`config.mk`:
```
export PLATFORM = sky130hd
export DESIGN_NAME = lsa_align_top
export DESIGN_NICKNAME = d
export VERILOG_FILES = /design/src/rtl/lsa_align_pkg.sv /design/src/rtl/lsa_align_ctrl.sv /design/src/rtl/lsa_align_dp.sv /design/src/rtl/lsa_align_top.sv
export SDC_FILE = /design/constraint.sdc
export NUM_CORES = 1
export LEC_CHECK = 0
export ABC_AREA = 1
export BUFFER_PORTS_ARGS = -buffer_cell sky130_fd_sc_hd__buf_2
export CAP_MARGIN = 40
export CORE_MARGIN = 3
export CORE_UTILIZATION = 45
export CTS_BUF_LIST = sky130_fd_sc_hd__clkbuf_4
export DETAILED_ROUTE_END_ITERATION = 16
export PLACE_DENSITY = 0.85
export SYNTH_ARGS = -nofsm -noshare
export SYNTH_HDL_FRONTEND = slang
export SYNTH_HIERARCHICAL = 1
export SYNTH_SLANG_ARGS = --single-unit
export TNS_END_PERCENT = 100
```
`constraint.sdc`:
```
create_clock -name clk -period 1.9 [get_ports clk]
set_input_delay 0.285 -clock clk [delete_from_list [all_inputs] [get_ports clk]]
set_output_delay 0.285 -clock clk [all_outputs]
set_load 0.02 [all_outputs]
```
`src/rtl/lsa_align_pkg.sv`:
```
package lsa_align_pkg;

  localparam int LSA_DATA_W = 32;
  localparam int LSA_LANES  = LSA_DATA_W / 8;
  localparam int LSA_OFF_W  = $clog2(LSA_LANES);

  typedef enum logic [1:0] {
    SZ_BYTE  = 2'b00,
    SZ_HALF  = 2'b01,
    SZ_WORD  = 2'b10,
    SZ_SPARE = 2'b11
  } accSizeT;

  // strobes from control to datapath
  typedef struct packed {
    logic [LSA_LANES-1:0] laneWe;    // per-lane write enable, MSB lane first
    logic [LSA_OFF_W-1:0] laneIdx;   // forced-aligned offset, 0 = MSB lane
    logic                 pickByte;  // byte-wide access
    logic                 pickHalf;  // halfword access
    logic                 fillSign;  // extend with the sign bit
  } lsaStrobeT;

endpackage

```
`src/rtl/lsa_align_ctrl.sv`:
```
module lsa_align_ctrl
  import lsa_align_pkg::*;
(
  input  logic                 clk,
  input  logic                 rstN,
  input  logic [LSA_OFF_W-1:0] rawOffset,
  input  logic [1:0]           accSize,
  input  logic                 loadUnsigned,
  input  logic                 isStore,
  output lsaStrobeT            strobe
);

  accSizeT sizeCode;
  logic [LSA_OFF_W-1:0] alignedOff;
  logic [LSA_LANES-1:0] sizeMask;

  assign sizeCode = accSizeT'(accSize);

  always_comb begin
    strobe = '0;
    alignedOff = '0;
    sizeMask = '0;
    unique case (sizeCode)
      SZ_BYTE: begin
        alignedOff = rawOffset;
        sizeMask   = 4'b1000 >> rawOffset;
        strobe.pickByte = 1'b1;
      end
      SZ_HALF: begin
        alignedOff = {rawOffset[1], 1'b0};
        sizeMask   = rawOffset[1] ? 4'b0011 : 4'b1100;
        strobe.pickHalf = 1'b1;
      end
      default: begin
        // word and spare code: offset dropped completely
        alignedOff = '0;
        sizeMask   = '1;
      end
    endcase
    strobe.laneIdx  = alignedOff;
    strobe.laneWe   = isStore ? sizeMask : '0;
    strobe.fillSign = ~loadUnsigned;
  end

  // byte and halfword selection never both active
  a_r2_one_width: assert property (@(posedge clk) disable iff (!rstN)
    !(strobe.pickByte && strobe.pickHalf));

  // a halfword access always lands on an even lane index
  a_r4_half_even: assert property (@(posedge clk) disable iff (!rstN)
    strobe.pickHalf |-> (strobe.laneIdx[0] == 1'b0));

endmodule

```
`src/rtl/lsa_align_dp.sv`:
```
module lsa_align_dp
  import lsa_align_pkg::*;
#(
  parameter int ADDR_W = 32
) (
  input  logic                  clk,
  input  logic                  rstN,
  input  lsaStrobeT             strobe,
  input  logic [ADDR_W-1:2]     wordPart,
  input  logic [LSA_DATA_W-1:0] storeVal,
  input  logic [LSA_DATA_W-1:0] memRdata,
  output logic [ADDR_W-1:0]     memAddr,
  output logic [LSA_LANES-1:0]  byteWe,
  output logic [LSA_DATA_W-1:0] memWdata,
  output logic [LSA_DATA_W-1:0] loadResult
);

  localparam int HALF_W = LSA_DATA_W / 2;

  logic [7:0] laneByte [LSA_LANES];
  logic [7:0]            selByte;
  logic [HALF_W-1:0]     selHalf;
  logic [LSA_DATA_W-1:0] loadNext;
  logic [LSA_DATA_W-1:0] wdataNext;

  // lane 0 is the most significant byte (big-endian)
  for (genvar i = 0; i < LSA_LANES; i++) begin : g_lane
    assign laneByte[i] = memRdata[LSA_DATA_W-1-8*i -: 8];
  end

  assign selByte = laneByte[strobe.laneIdx];
  assign selHalf = strobe.laneIdx[1] ? memRdata[HALF_W-1:0]
                                     : memRdata[LSA_DATA_W-1:HALF_W];

  always_comb begin
    if (strobe.pickByte)
      loadNext = {{(LSA_DATA_W-8){strobe.fillSign & selByte[7]}}, selByte};
    else if (strobe.pickHalf)
      loadNext = {{(LSA_DATA_W-HALF_W){strobe.fillSign & selHalf[HALF_W-1]}}, selHalf};
    else
      loadNext = memRdata;
  end

  always_comb begin
    if (strobe.pickByte)
      wdataNext = {LSA_LANES{storeVal[7:0]}};
    else if (strobe.pickHalf)
      wdataNext = {2{storeVal[HALF_W-1:0]}};
    else
      wdataNext = storeVal;
  end

  always_ff @(posedge clk) begin
    if (!rstN) begin
      memAddr    <= '0;
      byteWe     <= '0;
      memWdata   <= '0;
      loadResult <= '0;
    end else begin
      memAddr    <= {wordPart, 2'b00};
      byteWe     <= strobe.laneWe;
      memWdata   <= wdataNext;
      loadResult <= loadNext;
    end
  end

  // registered address follows the request word part
  a_r1_addr_word: assert property (@(posedge clk) disable iff (!rstN)
    1'b1 |=> memAddr[ADDR_W-1:2] == $past(wordPart) && memAddr[1:0] == 2'b00);

  // a byte store enables exactly one lane
  a_r3_byte_onelane: assert property (@(posedge clk) disable iff (!rstN)
    (strobe.pickByte && |strobe.laneWe) |=> $countones(byteWe) == 1);

  // no write enable follows a load request
  a_r6_load_nowe: assert property (@(posedge clk) disable iff (!rstN)
    (strobe.laneWe == '0) |=> byteWe == '0);

  // signed byte load with a set sign bit fills the upper bits with ones
  a_r7_sign_fill: assert property (@(posedge clk) disable iff (!rstN)
    (strobe.pickByte && strobe.fillSign && selByte[7]) |=> &loadResult[LSA_DATA_W-1:8]);

  // a word access passes memory data through untouched
  a_r9_word_pass: assert property (@(posedge clk) disable iff (!rstN)
    (!strobe.pickByte && !strobe.pickHalf) |=> loadResult == $past(memRdata));

endmodule

```
`src/rtl/lsa_align_top.sv`:
```
module lsa_align_top
  import lsa_align_pkg::*;
#(
  parameter int ADDR_W = 32
) (
  input  logic              clk,
  input  logic              rstN,
  input  logic [ADDR_W-1:0] effAddr,
  input  logic [1:0]        accSize,
  input  logic              loadUnsigned,
  input  logic              isStore,
  input  logic [31:0]       storeVal,
  input  logic [31:0]       memRdata,
  output logic [ADDR_W-1:0] memAddr,
  output logic [3:0]        byteWe,
  output logic [31:0]       memWdata,
  output logic [31:0]       loadResult
);

  lsaStrobeT strobe;

  lsa_align_ctrl u_ctrl (
    .clk          (clk),
    .rstN         (rstN),
    .rawOffset    (effAddr[LSA_OFF_W-1:0]),
    .accSize      (accSize),
    .loadUnsigned (loadUnsigned),
    .isStore      (isStore),
    .strobe       (strobe)
  );

  lsa_align_dp #(.ADDR_W(ADDR_W)) u_dp (
    .clk        (clk),
    .rstN       (rstN),
    .strobe     (strobe),
    .wordPart   (effAddr[ADDR_W-1:2]),
    .storeVal   (storeVal),
    .memRdata   (memRdata),
    .memAddr    (memAddr),
    .byteWe     (byteWe),
    .memWdata   (memWdata),
    .loadResult (loadResult)
  );

  // outputs stay cleared while reset is held
  a_r10_reset_clear: assert property (@(posedge clk)
    !rstN |=> (byteWe == '0 && loadResult == '0) || !rstN);

endmodule

```
==> impl_metrics.env <==
export IMPL_drv_cap=0
export IMPL_cp_num_buf_inv=1
export IMPL_rsz0062_at_grt="no"
export IMPL_fp_dieArea_sq_mm=0.00944
export IMPL_yosysSeqAreaShare_pct=52.5
export IMPL_die_w_um=97.2
export IMPL_synth_top_cell_area_share_pct=52.5
export IMPL_rows=32
export IMPL_area_growth_pct=39.7
export IMPL_worstPathMaxFanout=1
export IMPL_yosys_cell_types_count=24
export IMPL_final_cell_mix="199 x buf_2, 118 x nand2_1, 98 x dfxtp_1"
export IMPL_numClockSinks=98
export IMPL_finalSetupTns_ps=0
export IMPL_hold_class="primary input to flip-flop"
export IMPL_via_per_inst=4.79
export IMPL_setup_ws_ps=584
export IMPL_core_area_sq_mm=0.00789
export IMPL_synth_area_leader_cell="dfxtp_1"
export IMPL_dr_pass1_iters=5
export IMPL_timing_hold_ws_ps=50.3
export IMPL_pwr_share_comb_pct=20.7
export IMPL_grt_pass1_wl_mm=18.7
export IMPL_holdPathStages=3
export IMPL_worstSetupEndpointType="output port"
export IMPL_grt_start_max_net_pins=57
export IMPL_worst_pin_slew_ps=540
export IMPL_cts_root_buffer_cell="clkbuf_4"
export IMPL_fmax_ghz=0.760
export IMPL_internal_power_mw=2.83
export IMPL_numCtsBuffers=9
export IMPL_grt_pass1_vias=3984
export IMPL_cts_tree="yes"
export IMPL_drt_antenna_violating_nets=0
export IMPL_power_frac_clock_pct=25.8
export IMPL_initial_core_util_pct=47.4
export IMPL_finalHoldViolCount=0
export IMPL_layout_min_cycle_time_ps=1320
export IMPL_p_switching_mw=1.34
export IMPL_crit_slowest_cell="dfxtp_1"
export IMPL_clock_path_buffers=2
export IMPL_power_leakage_nw=3.05
export IMPL_nFillCells=661
export IMPL_drive_gt1_share_pct=33.2
export IMPL_gp_congestion=0.905
export IMPL_synth_area_sq_mm=0.00374
export IMPL_final_util_pct=66.2
export IMPL_crit_type="flip-flop to output port"
export IMPL_ys_ff_latch=98
export IMPL_hpwl_mm=8.24
export IMPL_io_pins=202
export IMPL_pwr_density_cell_mw_per_mm2=799
export IMPL_multi_input_area_sq_mm=0.00127
export IMPL_grt_overflow=0
export IMPL_fin_nets=814
export IMPL_initialDrtViolationCount=193
export IMPL_period_share_pct=69.3
export IMPL_critical_path_cell_count=1
export IMPL_port_buffers=199
export IMPL_critPathLaunchType="flip-flop"
export IMPL_ys_warn_count=6
export IMPL_crit_required_ps=1620
export IMPL_drc_errors=0
export IMPL_path_delay_family="flip-flops"
export IMPL_seq_area_sq_mm=0.00196
export IMPL_slew_violations=0
export IMPL_relSlewSlack_pct=63.9
export IMPL_grt_util_all_layers_pct=24.3
export IMPL_synthTopCellsByArea="dfxtp_1 52%, nand2_1 12%, inv_1 8.8%"
export IMPL_max_vdd_ir_drop_mv=0.472
export IMPL_crit_path_cell_trace="buf_2"
export IMPL_placed_cell_area_sq_mm=0.00478
export IMPL_p_seq_share_pct=53.4
export IMPL_antenna_found_initial=0
export IMPL_syn_avg_cell_area_sq_um=7.63
export IMPL_dpl_worst_slack_ps=146
export IMPL_finalSetupViolCount=0
export IMPL_final_cell_area_sq_mm=0.00522
export IMPL_cpPeakStageDelay_ps=400
export IMPL_cts_htree_levels=3
export IMPL_die_h_um=97.2
export IMPL_holdPathEnd="u_dp/memWdata[2]"
export IMPL_status="completed"
export IMPL_swShare_pct=32.1
export IMPL_clkTransAtPathRegs_ps=170
export IMPL_hp_start="storeVal[2]"
export IMPL_vias=3928
export IMPL_mostFrequentLayoutCell="buf_2"
export IMPL_post_drt_wl_per_cell_um=14.2
export IMPL_postCtsSetupBuffers=0
export IMPL_arrival_ps=1030
export IMPL_syn_inst=490
export IMPL_wl_mm=11.7
[stage by stage]
stage / cells / total power, mW
after floorplan: 491 / 2.75
after global placement: 773 / 3.06
after detailed placement: 773 / 3.08
after CTS: 819 / 4.20
after global routing: 819 / 4.39
final: 820 / 4.17
[power by group through the flow]
stage | sequential (mW) | combinational [mW] | clock (mW)
global route | 2.24 | 0.946 | 1.20
global placement | 2.27 | 0.786 | 0
detailed placement | 2.27 | 0.804 | 0
floorplan | 2.45 | 0.303 | 0
finish | 2.23 | 0.864 | 1.08
CTS | 2.23 | 0.855 | 1.12
[final cells by class]
| class | count | share of cell area, % |
|---|---|---|
| sequential | 98 | 37.6 |
| timing repair buffer | 239 | 26.3 |
| multi-input combinational | 272 | 24.4 |
| inverter | 92 | 6.61 |
| tap | 102 | 2.44 |
| clock inverter | 7 | 1.39 |
| clock buffer | 9 | 1.29 |
| antenna | 1 | 0.0479 |
[layer usage]
layer | part of all wire (%) | GRT usage, %
met1 | 37 | 26.0
met2 | 52 | 44.5
met3 | 7.9 | 5.38
met4 | 3.4 | 12.6
met5 | 0 | 0
[sequential cells by signal, summed over array words and instances (netlist names)]
signal           count
u_dp/loadResult     32
u_dp/memAddr        30
u_dp/byteWe          4
u_dp/memWdata       32
[how the worst max path moves through the flow]
stage | start | end | slack (ps)
2_1_floorplan | accSize[0] | u_dp/loadResult[0] | 320
3_3_place_gp | accSize[1] | u_dp/loadResult[27] | 240
3_5_place_dp | accSize[1] | u_dp/loadResult[31] | 150
4_1_cts | u_dp/loadResult[1] | loadResult[1] | 570
5_1_grt | accSize[1] | u_dp/loadResult[6] | 430
6_report | u_dp/loadResult[1] | loadResult[1] | 580
[cell usage after synthesis (all sizes together)]
| master | number |
|---|---|
| o22ai | 2 |
| clkbuf | 14 |
| mux2i | 3 |
| conb | 1 |
| a22oi | 1 |
| inv | 91 |
| a21oi | 50 |
| dfxtp | 98 |
| o211ai | 17 |
| o21ai | 26 |
| clkinv | 1 |
| nand2 | 122 |
| and2 | 7 |
| nor2 | 32 |
| buf | 15 |
| nand3 | 10 |
[cell families after synthesis]
kind of cell	synth area share (%)
other	0.100
muxes	0.803
and+or+nand+nor	18.9
AOI/OAI and AO/OA	14.1
buffers and inverters	13.6
DFF	52.5
[timing repair]
action                                  in CTS  in global routing
endpoints found under the hold margin       30                  0
resized for setup                            0                  0
hold buffers                                30                  0
endpoints found under the setup margin       0                  0
Note: power is estimated with default switching activity, not from simulation.
